`src/rtl/retfp_pkg.sv`:
```
package retfp_pkg;

  localparam int          FP_W    = 32;
  localparam logic [31:0] FP_POLY = 32'h04C1_1DB7;

  typedef enum logic {ST_GATHER, ST_SWAP} fp_state_e;

  // one message bit through the MSB-first CRC register
  function automatic logic [FP_W-1:0] fp_shift_bit(input logic [FP_W-1:0] c,
                                                   input logic            b);
    logic fb;
    fb = c[FP_W-1] ^ b;
    return {c[FP_W-2:0], 1'b0} ^ (fb ? FP_POLY : '0);
  endfunction

endpackage

```
`src/rtl/retfp_exchange.sv`:
```
module retfp_exchange
  import retfp_pkg::*;
#(
  parameter int          LANES = 4,
  parameter int          CNT_W = 16,
  parameter int          NT_W  = 3,
  parameter logic [31:0] SEED  = 32'hFFFF_FFFF
) (
  input  logic             clk,
  input  logic             rst_n,
  input  logic [CNT_W-1:0] chunk_len,
  input  logic [LANES-1:0] take,
  input  logic [NT_W-1:0]  n_take,
  input  logic [FP_W-1:0]  crc_fold,
  input  logic [FP_W-1:0]  peer_fp,
  input  logic             peer_valid,
  input  logic             err_clr,
  output logic             active,
  output logic [CNT_W-1:0] room,
  output logic [FP_W-1:0]  crc_q,
  output logic             fp_valid,
  output logic             commit,
  output logic             error
);

  fp_state_e        state_q, state_d;
  logic [CNT_W-1:0] count_q, count_d;
  logic [FP_W-1:0]  crc_d;
  logic             commit_d, err_d;
  logic             acc_en;
  logic [CNT_W:0]   count_sum;
  logic             chunk_full, swap_now, same_fp;

  assign active    = (state_q == ST_GATHER);
  assign fp_valid  = (state_q == ST_SWAP);
  assign room      = (count_q < chunk_len) ? (chunk_len - count_q) : '0;
  assign count_sum = {1'b0, count_q} + (CNT_W+1)'(n_take);
  assign chunk_full = count_sum >= {1'b0, chunk_len};
  assign swap_now  = fp_valid && peer_valid;
  assign same_fp   = (crc_q == peer_fp);

  always_comb begin
    state_d  = state_q;
    count_d  = count_q;
    crc_d    = crc_q;
    acc_en   = 1'b0;
    commit_d = 1'b0;
    unique case (state_q)
      ST_GATHER: begin
        acc_en  = (|take) || chunk_full;
        crc_d   = crc_fold;
        count_d = count_sum[CNT_W-1:0];
        if (chunk_full) state_d = ST_SWAP;
      end
      ST_SWAP: begin
        if (peer_valid) begin
          acc_en   = 1'b1;
          crc_d    = SEED;
          count_d  = '0;
          state_d  = ST_GATHER;
          commit_d = same_fp;
        end
      end
      default: state_d = ST_GATHER;
    endcase
    err_d = (error & ~err_clr) | (swap_now & ~same_fp);
  end

  always_ff @(posedge clk or negedge rst_n) begin
    if (!rst_n) begin
      state_q <= ST_GATHER;
      count_q <= '0;
      crc_q   <= SEED;
      commit  <= 1'b0;
      error   <= 1'b0;
    end else begin
      state_q <= state_d;
      commit  <= commit_d;
      error   <= err_d;
      if (acc_en) begin
        count_q <= count_d;
        crc_q   <= crc_d;
      end
    end
  end

  assert_stall_R5: assert property (@(posedge clk) disable iff (!rst_n)
    fp_valid |-> (take == '0));

  assert_fp_hold_R5: assert property (@(posedge clk) disable iff (!rst_n)
    (fp_valid && $past(fp_valid)) |-> $stable(crc_q));

  assert_restart_R9: assert property (@(posedge clk) disable iff (!rst_n)
    $fell(fp_valid) |-> (crc_q == SEED && count_q == '0));

  assert_commit_pulse_R6: assert property (@(posedge clk) disable iff (!rst_n)
    commit |=> !commit);

  assert_mismatch_nocommit_R7: assert property (@(posedge clk) disable iff (!rst_n)
    $rose(error) |-> !commit);

  assert_err_sticky_R8: assert property (@(posedge clk) disable iff (!rst_n)
    ($past(error) && !$past(err_clr)) |-> error);

endmodule

```
`config.mk`:
```
export PLATFORM = sky130hd
export DESIGN_NAME = retfp_exchange
export DESIGN_NICKNAME = d
export VERILOG_FILES = /design/src/rtl/retfp_pkg.sv /design/src/rtl/retfp_exchange.sv
export SDC_FILE = /design/constraint.sdc
export NUM_CORES = 1
export LEC_CHECK = 0
export ABC_AREA = 0
export BUFFER_PORTS_ARGS = -buffer_cell sky130_fd_sc_hd__buf_2
export CAP_MARGIN = 20
export CORE_MARGIN = 3
export CORE_UTILIZATION = 52
export DETAILED_ROUTE_END_ITERATION = 10
export MAX_ROUTING_LAYER = met4
export PLACE_DENSITY = 0.82
export SYNTH_ARGS = -nofsm -noshare
export SYNTH_HDL_FRONTEND = slang
export SYNTH_SLANG_ARGS = --single-unit
```
`constraint.sdc`:
```
create_clock -name clk -period 4.8 [get_ports clk]
set_input_delay 1.2 -clock clk [delete_from_list [all_inputs] [get_ports clk]]
set_output_delay 1.2 -clock clk [all_outputs]
set_load 0.005 [all_outputs]
```
==> results.txt, run 1 <==
Seq/Total Area, Yosys: 30.0%
diodes inserted: 0
Worst Path Arrival: 3430 ps
Resized cells post-CTS: 0
die extent in x: 97.8 um
combinational share of power: 51.7%
prevailing post-synth register cell: dfstp_2
clk sinks: 51
met2 WL: 6140 um
RSZ-0062 raised after global routing: no
Post-Route Skew: 8.77 ps
Async SR Flop Fraction: 100%
largest stage delay on the critical path: 340 ps
Layout Nets: 764
Reg2Reg Depth: 16
Hold Vio Cnt, Final: 0
synth warn: 0
met3 wire len: 710 um
mapped cell area: 4380 um2
WL final: 12000 um
M1 WL: 4890 um
crit path launch type: primary input
largest net degree at the start of global routing: 52
uppermost routed layer: met4
die height: 97.8 um
Slew headroom: 43.8%
Row Count: 32
Initial DRT Pass Iterations: 5
status: finished clean
switching pwr: 906 uW
Final Max Tran Viols: 0
Synth area leader: dfstp_2
CP Launch Point: chunk_len[0]
FF-to-FF Start: count_q[0]
CTS Buffer Depth: 2
DPL Wire Length: 9550 um
number of global-route vias before repair: 4123
TritonCTS clock tree: built
max cap viols: 0
routed via count: 4239
Sw Ratio: 42.6%
Hold-fix buffers, CTS: 0
ratio of total power to cell area: 398 nW/um2
top post-synthesis cells by area: dfstp_2, dfrtp_1, ha_1
WS Path Type: in -> out
Routed WL per cell: 16.3 um
#FFs+latches synth: 51
setup TNS: 0 ps
grt total ovfl: 0
Reg2Reg Setup Slack: 830 ps
worst r2r dst: count_q[4]
Worst-path clk slew: 90 ps
Int Pwr: 1.22 mW
crit-path cells: buf_2, inv_1, ha_1, inv_1, fa_1, a21o_1, a21o_4, a21oi_2, o31ai_4, nand4_1, a211o_1, buf_4, nor3_1, buf_2
Reg power frac: 35.6%
DRT iter0 DRCs: 257
Critical Path RT: 3600 ps
commonest cells in the netlist: nor2_1, a21oi_1, inv_1
I/O Buffers: 142
CP max-delay cell: a211o_1
CP Capture Point: room[3]
postcts setup bufs: 0
RePlAce Congestion: 0.913
worst-skew pair later-pin latency: 300 ps
Slew @ Worst Pin: 843 ps
share of the synthesized area in the top cell type: 19.2%
most frequent cell after synthesis: nor2_1
mean post-synth cell area: 8.91 um2
htree depth: 2
Hold WC Path Type: reg -> reg
peak supply drop: 0.250 mV
Post-Synthesis Cells: 492
CORE AREA: 7970 um2
layout cell share with drive strength beyond 1: 33.0%
Final Critical Period: 4630 ps
crit path capture type: output pin
initial antenna violation count: 0
first-pass GRT wire length: 19200 um
initial core utilization: 55.0%
period utilisation layout: 96.5%
Finished Cell Area: 5340 um2
Fmax achieved: 0.216 GHz
post-route antenna net violation count: 0
DP Area: 5240 um2
I/O Pins: 143
EDFF count, synth: 0
Layout area overhead: 21.9%
clock share of power: 12.7%
drc violations: 0
CTS Buf Count: 5
LEAKAGE: 2.48 nW
Mapped Nets: 620
# setup viols final: 0
Total GRT Usage: 24.8%
post-synth cell types: 60
Worst Path Max Fanout: 6
clock root buffer: clkbuf_8
area of the die: 9560 um2
Via density: 5.74
## worst min-delay path by stage
stage                  to        from  depth (start not counted)
6_report        crc_q[27]   crc_q[27]                          2
5_1_grt         crc_q[21]   crc_q[21]                          2
4_1_cts         crc_q[27]   crc_q[27]                          2
3_5_place_dp     crc_q[4]    crc_q[4]                          2
3_3_place_gp    crc_q[27]   crc_q[27]                          2
2_1_floorplan  count_q[7]  count_q[7]                          1
## final cells by class
type	instances	area [um2]
Timing Repair Buffer	155	833
Fill cell	646	2630
Clock buffer	8	100
Inverter	41	154
Multi-Input combinational cell	382	2810
Sequential cell	51	1320
Tap cell	102	128
## power by group through the flow
stage,Combinational [mW],Clock [mW],Sequential [mW]
finish,1.10,0.271,0.757
global route,1.23,0.289,0.778
CTS,1.10,0.276,0.756
detailed placement,1.09,0,0.762
global placement,1.06,0,0.754
floorplan,0.735,0,0.712
## layout by cell type (no fill, tap or decap), types with 12 or more instances in the layout
| cell | synthesis | routed |
|---|---|---|
| inv_1 | 41 | 41 |
| nor4_1 | 12 | 12 |
| xor2_1 | 36 | 36 |
| a21oi_1 | 49 | 49 |
| buf_2 | 1 | 142 |
| mux2i_1 | 38 | 38 |
| dfrtp_1 | 19 | 19 |
| xnor2_1 | 20 | 20 |
| ha_1 | 35 | 35 |
| dfstp_2 | 32 | 32 |
| nor2_1 | 59 | 59 |
| nand2_1 | 16 | 16 |
## metrics by stage
step / utilization, % / power, mW / setup slack [ps] / cells / hold WS (ps)
floorplan: - / 1.45 / 361 / 492 / 484
global placement: 65.8 / 1.82 / 133 / 731 / 508
detailed placement: 65.8 / 1.86 / -10.8 / 731 / 514
CTS: 67.0 / 2.13 / 108 / 739 / 528
global route: 67.0 / 2.30 / 48.5 / 739 / 548
finish: 67.0 / 2.13 / 168 / 739 / 527
## logic make-up (layout without fill, tap and decap cells)
kind of cell / Yosys count / count (layout) / share of synthesized area, %
AO/OA/AOI/OAI: 114 / 114 / 17.4
XOR/XNOR: 56 / 56 / 11.2
adder cells (fa/ha/maj): 37 / 37 / 10.9
buffers and inverters: 59 / 204 / 5.85
flip-flops: 51 / 51 / 30.0
multiplexers: 38 / 38 / 8.68
AND/OR/NAND/NOR: 137 / 137 / 15.9
## sequential cells by signal, summed over array words and instances (netlist names)
| register | cells |
|---|---|
| error | 1 |
| crc_q | 32 |
| count_q | 16 |
| commit | 1 |
| fp_valid | 1 |
## worst max-delay path, delay by kind of cell
family	cells	cell delay [ps]
adder cells (fa/ha/maj)	2	410
buffers and inverters	5	510
AND/OR/NAND/NOR	2	330
AO/OA/AOI/OAI	5	980
## layer usage
layer  GRT usage (%)  up-vias
met5               -        -
met4            7.14        0
met3            4.00       25
met2            43.3      155
met1            29.7     2018
li1                -     2041
Note: power is estimated with default switching activity, not from simulation.
==> run 2, diff against run 1 <==
Settings changed: CORE_UTILIZATION 52 to 45, PLACE_DENSITY 0.82 to 0.72.
==> run 2 against run 1 <==
Compared with the run above:
- global-route usage is 1.8 points lower
- hold slack is essentially flat
- highest routed layer unchanged
- first-iteration DRC count is 12% lower
- total power rose by 1.5%
- largest cell class unchanged
==> results.txt, run 2 (same netlist as run 1, synthesis figures left out) <==
Finished Cell Area: 5420 um2 (+1.5%)
Worst Path Max Fanout: 6 (unchanged)
Reg2Reg Setup Slack: 910 ps (+80 ps)
postcts setup bufs: 0 (unchanged)
die height: 105 um (+7.0%)
I/O Buffers: 142 (unchanged)
clk sinks: 51 (unchanged)
Final Critical Period: 4680 ps (+45.0 ps)
CTS Buf Count: 5 (unchanged)
final setup margin: 123 ps (-45.0 ps)
area of the die: 11000 um2 (+15%)
Biggest register: crc_q
initial core utilization: 46.8% (-8.2 points)
Reg2Reg Depth: 16 (unchanged)
Slew headroom: 41.7% (-2.1 points)
Hold WC Path Type: reg -> reg
peak supply drop: 0.235 mV (-6.1%)
DPL Wire Length: 10000 um (+5.2%)
period utilisation layout: 97.4% (+0.94 points)
LEAKAGE: 2.51 nW (+0.83%)
Hold-fix buffers, CTS: 0 (unchanged)
htree depth: 2 (unchanged)
Place WS: 66.2 ps (+77.0 ps)
initial antenna violation count: 1 (+1)
number of global-route vias before repair: 4069 (-1.3%)
Total GRT Usage: 23.0% (-1.8 points)
DP Area: 5300 um2 (+1.2%)
Critical Path RT: 3600 ps (about the same)
setup TNS: 0 ps (unchanged)
Layout Nets: 768 (+0.52%)
Post-Route Skew: 9.45 ps (+0.675 ps)
post-route antenna net violation count: 0 (unchanged)
Endpoint, Worst Hold: crc_q[23]
Resized cells post-CTS: 0 (unchanged)
clock root buffer: clkbuf_8
layout cell share with drive strength beyond 1: 33.7% (+0.73 points)
Row Count: 35 (+9.4%)
Routed WL per cell: 16.3 um (+0.13%)
TritonCTS clock tree: built
Layout area overhead: 23.7%
fin util: 57.8% (-9.2 points)
ratio of total power to cell area: 399 nW/um2 (about the same)
first-pass GRT wire length: 20100 um (+4.8%)
RSZ-0062 raised after global routing: no
# setup viols final: 0 (unchanged)
drc violations: 0 (unchanged)
die extent in x: 105 um (+7.0%)
leading cell types in the layout, fill and taps excluded: buf_2, nor2_1, a21oi_1
Initial DRT Pass Iterations: 4 (-1)
FF-to-FF Start: count_q[0]
crit path launch type: primary input
max cap viols: 0 (unchanged)
status: finished clean
Worst-path clk slew: 100 ps (about the same)
WL final: 12600 um (+4.5%)
Hold Path Depth: 2 (unchanged)
worst r2r dst: count_q[15]
CTS Buffer Depth: 2 (unchanged)
CORE AREA: 9370 um2 (+18%)
commonest non-fill, non-tap cell in the layout: buf_2
crit path capture type: output pin
Worst Path Arrival: 3480 ps (+50 ps)
largest net degree at the start of global routing: 38 (-27%)
routed via count: 4199 (-0.94%)
grt total ovfl: 0 (unchanged)
max FFs per register: 32 (unchanged)
WS Path Type: in -> out
Via density: 5.45 (-5.1%)
RePlAce Congestion: 0.981 (+7.4%)
worst-skew pair later-pin latency: 310 ps (about the same)
DRT iter0 DRCs: 227 (-12%)
hold_sp: crc_q[23]
Slew @ Worst Pin: 875 ps (+32.2 ps)
Final Max Tran Viols: 0 (unchanged)
Hold Vio Cnt, Final: 0 (unchanged)
I/O Pins: 143 (unchanged)
biggest regs: crc_q: 32 flops, count_q: 16 flops
Fmax achieved: 0.214 GHz (-0.96%)
-- run 2: cell types whose count changed in the layout (fill, tap and decap cells not counted), sizes merged --
cell and delta:
diode +1, clkinvlp +1, buf +4, clkbuf -1
-- run 2: how the worst max path moves through the flow --
stage,depth (start not counted),start,to
finish,14,chunk_len[0],room[13]
global route,14,chunk_len[0],room[15]
CTS,14,chunk_len[0],room[9]
detailed placement,17,n_take[0],count_q[15]
global placement,17,n_take[0],count_q[15]
floorplan,17,n_take[0],count_q[1]
-- run 2: metrics by stage --
stage | hold WS (ps) | power [mW] | std cells
6_report | 527 | 2.16 | 771
5_1_grt | 545 | 2.33 | 771
4_1_cts | 531 | 2.17 | 770
3_5_place_dp | 516 | 1.88 | 762
3_3_place_gp | 508 | 1.84 | 762
2_1_floorplan | 484 | 1.45 | 492
-- run 2: report_power, final --
part	internal, mW	leakage [nW]	switching, mW
combinational	0.506	1.86	0.622
clock	0.131	0.0505	0.145
sequential	0.595	0.591	0.160
-- run 2: metal layers --
layer	routed length [um]	GRT usage [%]	share of wire (%)
met5	0	-	0
met1	5350	29.4	43
met2	6270	38.5	50
met4	235	5.25	1.9
met3	696	3.83	5.5
-- run 2: area by class of cell --
| cell class | instances | area (um2) |
|---|---|---|
| clock buffers | 7 | 96.3 |
| fillers | 895 | 3950 |
| flip-flops and latches | 51 | 1320 |
| diodes | 1 | 2.50 |
| multi-input cells | 382 | 2820 |
| repair buffers | 159 | 863 |
| clock inverters | 1 | 7.51 |
| inverters | 41 | 154 |
| well taps | 129 | 161 |
-- run 2: worst max-delay path, stage by stage --
cell	delay, ps
buf_2	90
inv_1	40
ha_1	210
inv_1	80
fa_1	200
a21o_1	140
a21o_4	140
a21oi_2	70
o31ai_4	300
nand4_1	150
a211o_4	410
buf_4	160
a21oi_1	140
buf_2	140
